--- config.mk ---
export PLATFORM = sky130hd
export DESIGN_NAME = pin_irq_top
export DESIGN_NICKNAME = d
export VERILOG_FILES = /design/src/rtl/pin_irq_pkg.sv /design/src/rtl/pin_irq_sync.sv /design/src/rtl/pin_irq_regs.sv /design/src/rtl/pin_irq_chan.sv /design/src/rtl/pin_irq_top.sv
export SDC_FILE = /design/constraint.sdc
export NUM_CORES = 1
export LEC_CHECK = 0
export ABC_AREA = 1
export CORE_UTILIZATION = 30
export CTS_CLUSTER_SIZE = 8
export DETAILED_ROUTE_END_ITERATION = 12
export DONT_BUFFER_PORTS = 1
export HOLD_SLACK_MARGIN = 0.03
export PLACE_DENSITY = 0.53
export SYNTH_ARGS = -nofsm -noshare
export SYNTH_HDL_FRONTEND = slang
export SYNTH_SLANG_ARGS = --single-unit
--- constraint.sdc ---
create_clock -name clk -period 4.2 [get_ports clk]
set_input_delay 0.84 -clock clk [delete_from_list [all_inputs] [get_ports clk]]
set_output_delay 0.84 -clock clk [all_outputs]
set_load 0.01 [all_outputs]
--- src/rtl/pin_irq_pkg.sv ---
package pin_irq_pkg;

    localparam int SEL_W     = 6;
    localparam int BIT_LEVEL = 8;
    localparam int BIT_EN_A  = 9;
    localparam int BIT_EN_B  = 10;

    // per-channel configuration; en_a = rise/high, en_b = fall/low
    typedef struct packed {
        logic [SEL_W-1:0] sel;
        logic             level;
        logic             en_a;
        logic             en_b;
    } chan_cfg_t;

    typedef struct packed {
        logic prev;
        logic stat;
    } chan_st_t;

    function automatic chan_cfg_t word_to_cfg(input logic [31:0] w);
        chan_cfg_t c;
        c.sel   = w[SEL_W-1:0];
        c.level = w[BIT_LEVEL];
        c.en_a  = w[BIT_EN_A];
        c.en_b  = w[BIT_EN_B];
        return c;
    endfunction

    function automatic logic [31:0] cfg_to_word(input chan_cfg_t c);
        logic [31:0] w;
        w              = '0;
        w[SEL_W-1:0]   = c.sel;
        w[BIT_LEVEL]   = c.level;
        w[BIT_EN_A]    = c.en_a;
        w[BIT_EN_B]    = c.en_b;
        return w;
    endfunction

endpackage

--- src/rtl/pin_irq_sync.sv ---
module pin_irq_sync #(
    parameter int W      = 64,
    parameter int STAGES = 2
) (
    input  logic         clk,
    input  logic         rst_n,
    input  logic [W-1:0] din,
    output logic [W-1:0] dout
);
    logic [STAGES-1:0][W-1:0] sh_d, sh_q;

    always_comb begin
        sh_d[0] = din;
        for (int i = 1; i < STAGES; i++) begin
            sh_d[i] = sh_q[i-1];
        end
    end

    always_ff @(posedge clk or negedge rst_n) begin
        if (!rst_n) sh_q <= '0;
        else        sh_q <= sh_d;
    end

    assign dout = sh_q[STAGES-1];
endmodule

--- src/rtl/pin_irq_regs.sv ---
module pin_irq_regs import pin_irq_pkg::*; #(
    parameter int NUM_CH = 8,
    parameter int ADDR_W = 4
) (
    input  logic                     clk,
    input  logic                     rst_n,
    input  logic                     bus_wr,
    input  logic [ADDR_W-1:0]        bus_addr,
    input  logic [31:0]              bus_wdata,
    output logic [31:0]              bus_rdata,
    input  logic [NUM_CH-1:0]        stat,
    output chan_cfg_t [NUM_CH-1:0]   cfg,
    output logic [NUM_CH-1:0]        sel_chg,
    output logic [NUM_CH-1:0]        clr
);
    localparam logic [ADDR_W-1:0] STAT_ADDR = ADDR_W'(NUM_CH);

    typedef struct packed {
        chan_cfg_t [NUM_CH-1:0] cfg;
        logic [NUM_CH-1:0]      chg;
    } regs_st_t;

    regs_st_t  st_d, st_q;
    chan_cfg_t wcfg;
    logic      unused_wbits;

    assign unused_wbits = ^bus_wdata[31:BIT_EN_B+1];

    always_comb begin
        wcfg      = word_to_cfg(bus_wdata);
        st_d      = st_q;
        st_d.chg  = '0;
        clr       = '0;
        bus_rdata = '0;
        for (int c = 0; c < NUM_CH; c++) begin
            if (bus_wr && bus_addr == ADDR_W'(c)) begin
                st_d.cfg[c] = wcfg;
                st_d.chg[c] = (wcfg.sel != st_q.cfg[c].sel);
            end
            if (bus_addr == ADDR_W'(c)) begin
                bus_rdata = cfg_to_word(st_q.cfg[c]);
            end
        end
        if (bus_addr == STAT_ADDR) begin
            bus_rdata = 32'(stat);
            if (bus_wr) clr = bus_wdata[NUM_CH-1:0];
        end
    end

    always_ff @(posedge clk or negedge rst_n) begin
        if (!rst_n) st_q <= '0;
        else        st_q <= st_d;
    end

    assign cfg     = st_q.cfg;
    assign sel_chg = st_q.chg;
endmodule

--- src/rtl/pin_irq_chan.sv ---
module pin_irq_chan import pin_irq_pkg::*; #(
    parameter int NUM_PINS = 64
) (
    input  logic                clk,
    input  logic                rst_n,
    input  logic [NUM_PINS-1:0] pins,
    input  chan_cfg_t           cfg,
    input  logic                sel_chg,
    input  logic                clr,
    output logic                irq,
    output logic                stat
);
    chan_st_t st_d, st_q;
    logic     cur, rise, fall, hit;

    always_comb begin
        cur = 1'b0;
        for (int p = 0; p < NUM_PINS; p++) begin
            if (cfg.sel == SEL_W'(p)) cur = pins[p];
        end
        rise = cur & ~st_q.prev;
        fall = ~cur & st_q.prev;
        // after a select change the old sample belongs to another pin
        hit  = !cfg.level && !sel_chg &&
               ((rise && cfg.en_a) || (fall && cfg.en_b));
        st_d.prev = cur;
        st_d.stat = (st_q.stat & ~clr) | hit;
        if (cfg.level) irq = (cur && cfg.en_a) || (!cur && cfg.en_b);
        else           irq = st_q.stat;
    end

    always_ff @(posedge clk or negedge rst_n) begin
        if (!rst_n) st_q <= '0;
        else        st_q <= st_d;
    end

    assign stat = st_q.stat;
endmodule

--- src/rtl/pin_irq_top.sv ---
module pin_irq_top import pin_irq_pkg::*; #(
    parameter int NUM_CH      = 8,
    parameter int NUM_PINS    = 64,
    parameter int SYNC_STAGES = 2,
    parameter int ADDR_W      = 4
) (
    input  logic                clk,
    input  logic                rst_n,
    input  logic [NUM_PINS-1:0] pin_in,
    input  logic                bus_wr,
    input  logic [ADDR_W-1:0]   bus_addr,
    input  logic [31:0]         bus_wdata,
    output logic [31:0]         bus_rdata,
    output logic [NUM_CH-1:0]   irq,
    output logic                wake
);
    logic [NUM_PINS-1:0]    pins_s;
    chan_cfg_t [NUM_CH-1:0] cfg_w;
    logic [NUM_CH-1:0]      chg_w, clr_w, stat_w, lvl_w;

    pin_irq_sync #(.W(NUM_PINS), .STAGES(SYNC_STAGES)) u_sync (
        .clk(clk), .rst_n(rst_n), .din(pin_in), .dout(pins_s)
    );

    pin_irq_regs #(.NUM_CH(NUM_CH), .ADDR_W(ADDR_W)) u_regs (
        .clk(clk), .rst_n(rst_n), .bus_wr(bus_wr), .bus_addr(bus_addr),
        .bus_wdata(bus_wdata), .bus_rdata(bus_rdata), .stat(stat_w),
        .cfg(cfg_w), .sel_chg(chg_w), .clr(clr_w)
    );

    for (genvar c = 0; c < NUM_CH; c++) begin : g_ch
        pin_irq_chan #(.NUM_PINS(NUM_PINS)) u_ch (
            .clk(clk), .rst_n(rst_n), .pins(pins_s), .cfg(cfg_w[c]),
            .sel_chg(chg_w[c]), .clr(clr_w[c]), .irq(irq[c]), .stat(stat_w[c])
        );
        assign lvl_w[c] = cfg_w[c].level;
    end

    assign wake = |irq;
endmodule

==> impl_metrics.py <==
metrics = {
    "status": {
        "status": "complete, but fails checks",
        "violations": "setup timing",
    },
    "floorplan": {
        "start_util_pct": 30.63,
        "die_h_um": 229.3,
        "fp.coreArea_um2": 50580,
        "die-area_um2": 52560,
        "die_x_um": 229.3,
        "ioPinCount": 144,
        "row_count": 82,
    },
    "yosys": {
        "yosys.cell_types.count": 53,
        "yosys.area.top_type": "dfrtp_1",
        "synth_xor_area_share_pct": 0.7349,
        "synth_seq_area_share_pct": 36.18,
        "synth_top_area_share_pct": 36.18,
        "synth_mux_area_share_pct": 0,
        "synth-adder-area-share_pct": 0,
        "ys.flop_type": "dfrtp_1",
        "synth.cell_area_um2": 15490,
        "synth_warnings": 0,
        "yosysMostFrequentCell": "nand2_1",
        "synth_common_cells": "506 x nand2_1, 320 x nor2_1, 282 x inv_1",
        "synth.avg_cell_area_um2": 6.769,
        "ys_top_cells_by_area": "dfrtp_1 36%, nand2_1 12%, nand3_1 7.8%",
        "synth_cells": 2289,
        "async_reset_ff_share_pct": 100.0,
        "yosys.area_share.simple_pct": 39.51,
        "synth_compound_area_share_pct": 10.57,
        "synth_enable_flop_cells": 0,
        "synth_top_family_by_area": "simple AND/OR/NAND/NOR gates",
        "ys_ff_latch": 224,
    },
    "finish": {
        "nets": 2824,
        "multi_input_area_um2": 8318,
        "antenna_cells": 0,
        "fill_cells": 5318,
        "synthToLayoutAreaGrowth_pct": 36.32,
        "drive_gt1_share_pct": 28.37,
        "regArea_um2": 5633,
    },
    "placement": {
        "routabilityCongestion": 1.022,
        "io_buffers": 0,
        "detailed_place_hpwl_um": 62860,
    },
    "clock_network": {
        "clock_latency_ps": 580,
        "clkTransAtPathRegs_ps": 50,
        "clock-sinks": 224,
        "cts-htree-levels": 2,
        "clock_path_buffers": 3,
        "root_buffer": "clkbuf_16",
        "cts_tree": "yes",
        "numCtsBuffers": 35,
    },
    "route": {
        "vias_per_cell": 5.434,
        "routedWlPerCell_um": 24.13,
        "routed_wl_um": 82040,
        "detail-route-antenna-nets": 0,
        "drc": 0,
        "via_count": 18480,
        "initialDrtViolationCount": 2581,
        "first_pass_iters": 8,
    },
    "timing": {
        "worstMarginPinSlew_ps": 900.1,
        "finClkSkew_ps": 37.48,
        "drv_slew": 0,
        "period_share_pct": 132.7,
        "finalHoldViolations": 0,
        "tns_ps": -12150,
        "rsz0062_at_grt": "yes",
        "fmax_mhz": 179.4,
        "setup_viol": 11,
        "worst_slack_ps": -1375,
        "slew-limit-headroom_pct": 39.77,
        "min_period_ps": 5575,
        "hold_ws_ps": 198.8,
    },
    "run": {
        "drv_cap": 0,
    },
    "setup_path": {
        "startpoint_type": "flip-flop",
        "crit_buf_inv": 1,
        "critPathArrivalTime_ps": 4730,
        "crit_slowest_cell": "dfrtp_2",
        "crit_top_cell": "nand2_1",
        "worstSetupEndpointType": "primary output",
        "rr_startpoint": "u_regs.cfg[6]$_DFFE_PN0P_",
        "setup.worst_path.start": "u_regs.cfg[50]$_DFFE_PN0P_",
        "required_ps": 3360,
        "critical_path_class": "reg -> out",
        "path_max_fanout": 5,
        "cp_slowest_stage_delay_ps": 460,
        "worst_path_dominant_cell_family": "simple AND/OR/NAND/NOR gates",
    },
    "global_routing": {
        "grt.met2_usage_pct": 44.08,
        "grt.busiest_layer": "met2",
        "grt_max_degree": 225,
        "antenna_found_initial": 1,
        "met1_usage_pct": 43.31,
        "grt_util_met3_pct": 6.238,
        "grt.total_usage_pct": 30.52,
        "grt_pass1_wl_um": 117100,
        "grt_overflow": 0,
        "grt_pass1_vias": 17340,
    },
    "power": {
        "ir_drop_uv": 284.6,
        "power_w": 0.01034,
        "p_per_area_nw_per_um2": 489.7,
        "p_leak_nw": 9.848,
    },
    "worst_hold_path": {
        "hold_class": "in -> async",
    },
}
[timing repair]
item | CTS | global route
gates cloned | 0 | 0
endpoints found under the hold margin | 224 | 133
gates resized for setup | 81 | 90
pin swaps | 55 | 55
setup buffers | 33 | 15
setup endpoints to repair | 10 | 22
[kinds of logic after synthesis]
logic type,count (synthesis)
simple gates,1345
buf+inv,440
compound gates,266
flops,224
xor+xnor,13
other cells,1
[registers in the layout, summed over array words and instances (netlist names)]
signal          count
u_sync.sh_d        64
u_regs.sel_chg      8
u_regs.cfg         72
u_sync.dout        64
g_ch.u_ch.stat      8
g_ch.u_ch.st_q      8
[layer usage]
metal,wire (um),vias to the layer above
li1,-,8391
met1,35460,8699
met2,33640,1150
met3,8670,234
met4,4252,2
met5,10,-
[metrics by stage]
stage	setup WS, ps	cells	instance area, um2	util, %
2_1_floorplan	124.8	2309	15570	-
3_3_place_gp	-795.3	3319	19310	38.18
3_5_place_dp	-854.9	3319	19310	38.18
4_1_cts	-1404	3396	20770	41.07
5_1_grt	-1753	3400	21120	41.76
6_report	-1375	3400	21120	41.76
[worst paths after layout]
kind	endpoint	slack [ps]	depth (start not counted)
setup / recovery	wake	-1370	42
hold / removal	u_sync.sh_d[70]$_DFF_PN0_	200	1
setup reg to reg	g_ch[0].u_ch.stat$_DFF_PN0_	-1240	52
hold reg to reg	u_sync.dout[43]$_DFF_PN0_	330	0
max in group asynchronous	u_regs.cfg[50]$_DFFE_PN0P_	3330	1
min in group clk	u_sync.sh_d[66]$_DFF_PN0_	280	0
[worst reg2reg max path: cells and delay by family, from the launching register on]
kind | cells | cell delay [ps]
and+or+nand+nor | 37 | 3060
AOI/OAI and AO/OA | 1 | 90
buffers and inverters | 14 | 1750
DFF | 1 | 480
[final cells by class]
class	instances	area share [%]
multi-input cells	1645	39.38
flip-flops and latches	224	26.67
repair buffers	498	19.52
inverters	317	5.740
clock buffers	37	4.230
well taps	672	3.981
clock inverters	7	0.4739
[cell usage in the layout, fill, tap and decap left out, drive strengths merged, types with 14 or more instances in the layout]
master	n
nand2	520
buf	498
nor2	347
inv	309
nand3	243
dfrtp	224
nand4	175
o21ai	105
nor3	49
a31o	38
a31oi	37
clkbuf	37
o22ai	32
a21oi	32
conb	21
clkinv	14
[where the power goes]
group          leakage (nW)  total, W  internal [W]  switching, W
clock network         0.488   0.00261       0.00157       0.00104
registers              2.65   0.00285       0.00244      0.000409
logic                  6.71   0.00488       0.00202       0.00286
Power figures use the tool's default switching activity.
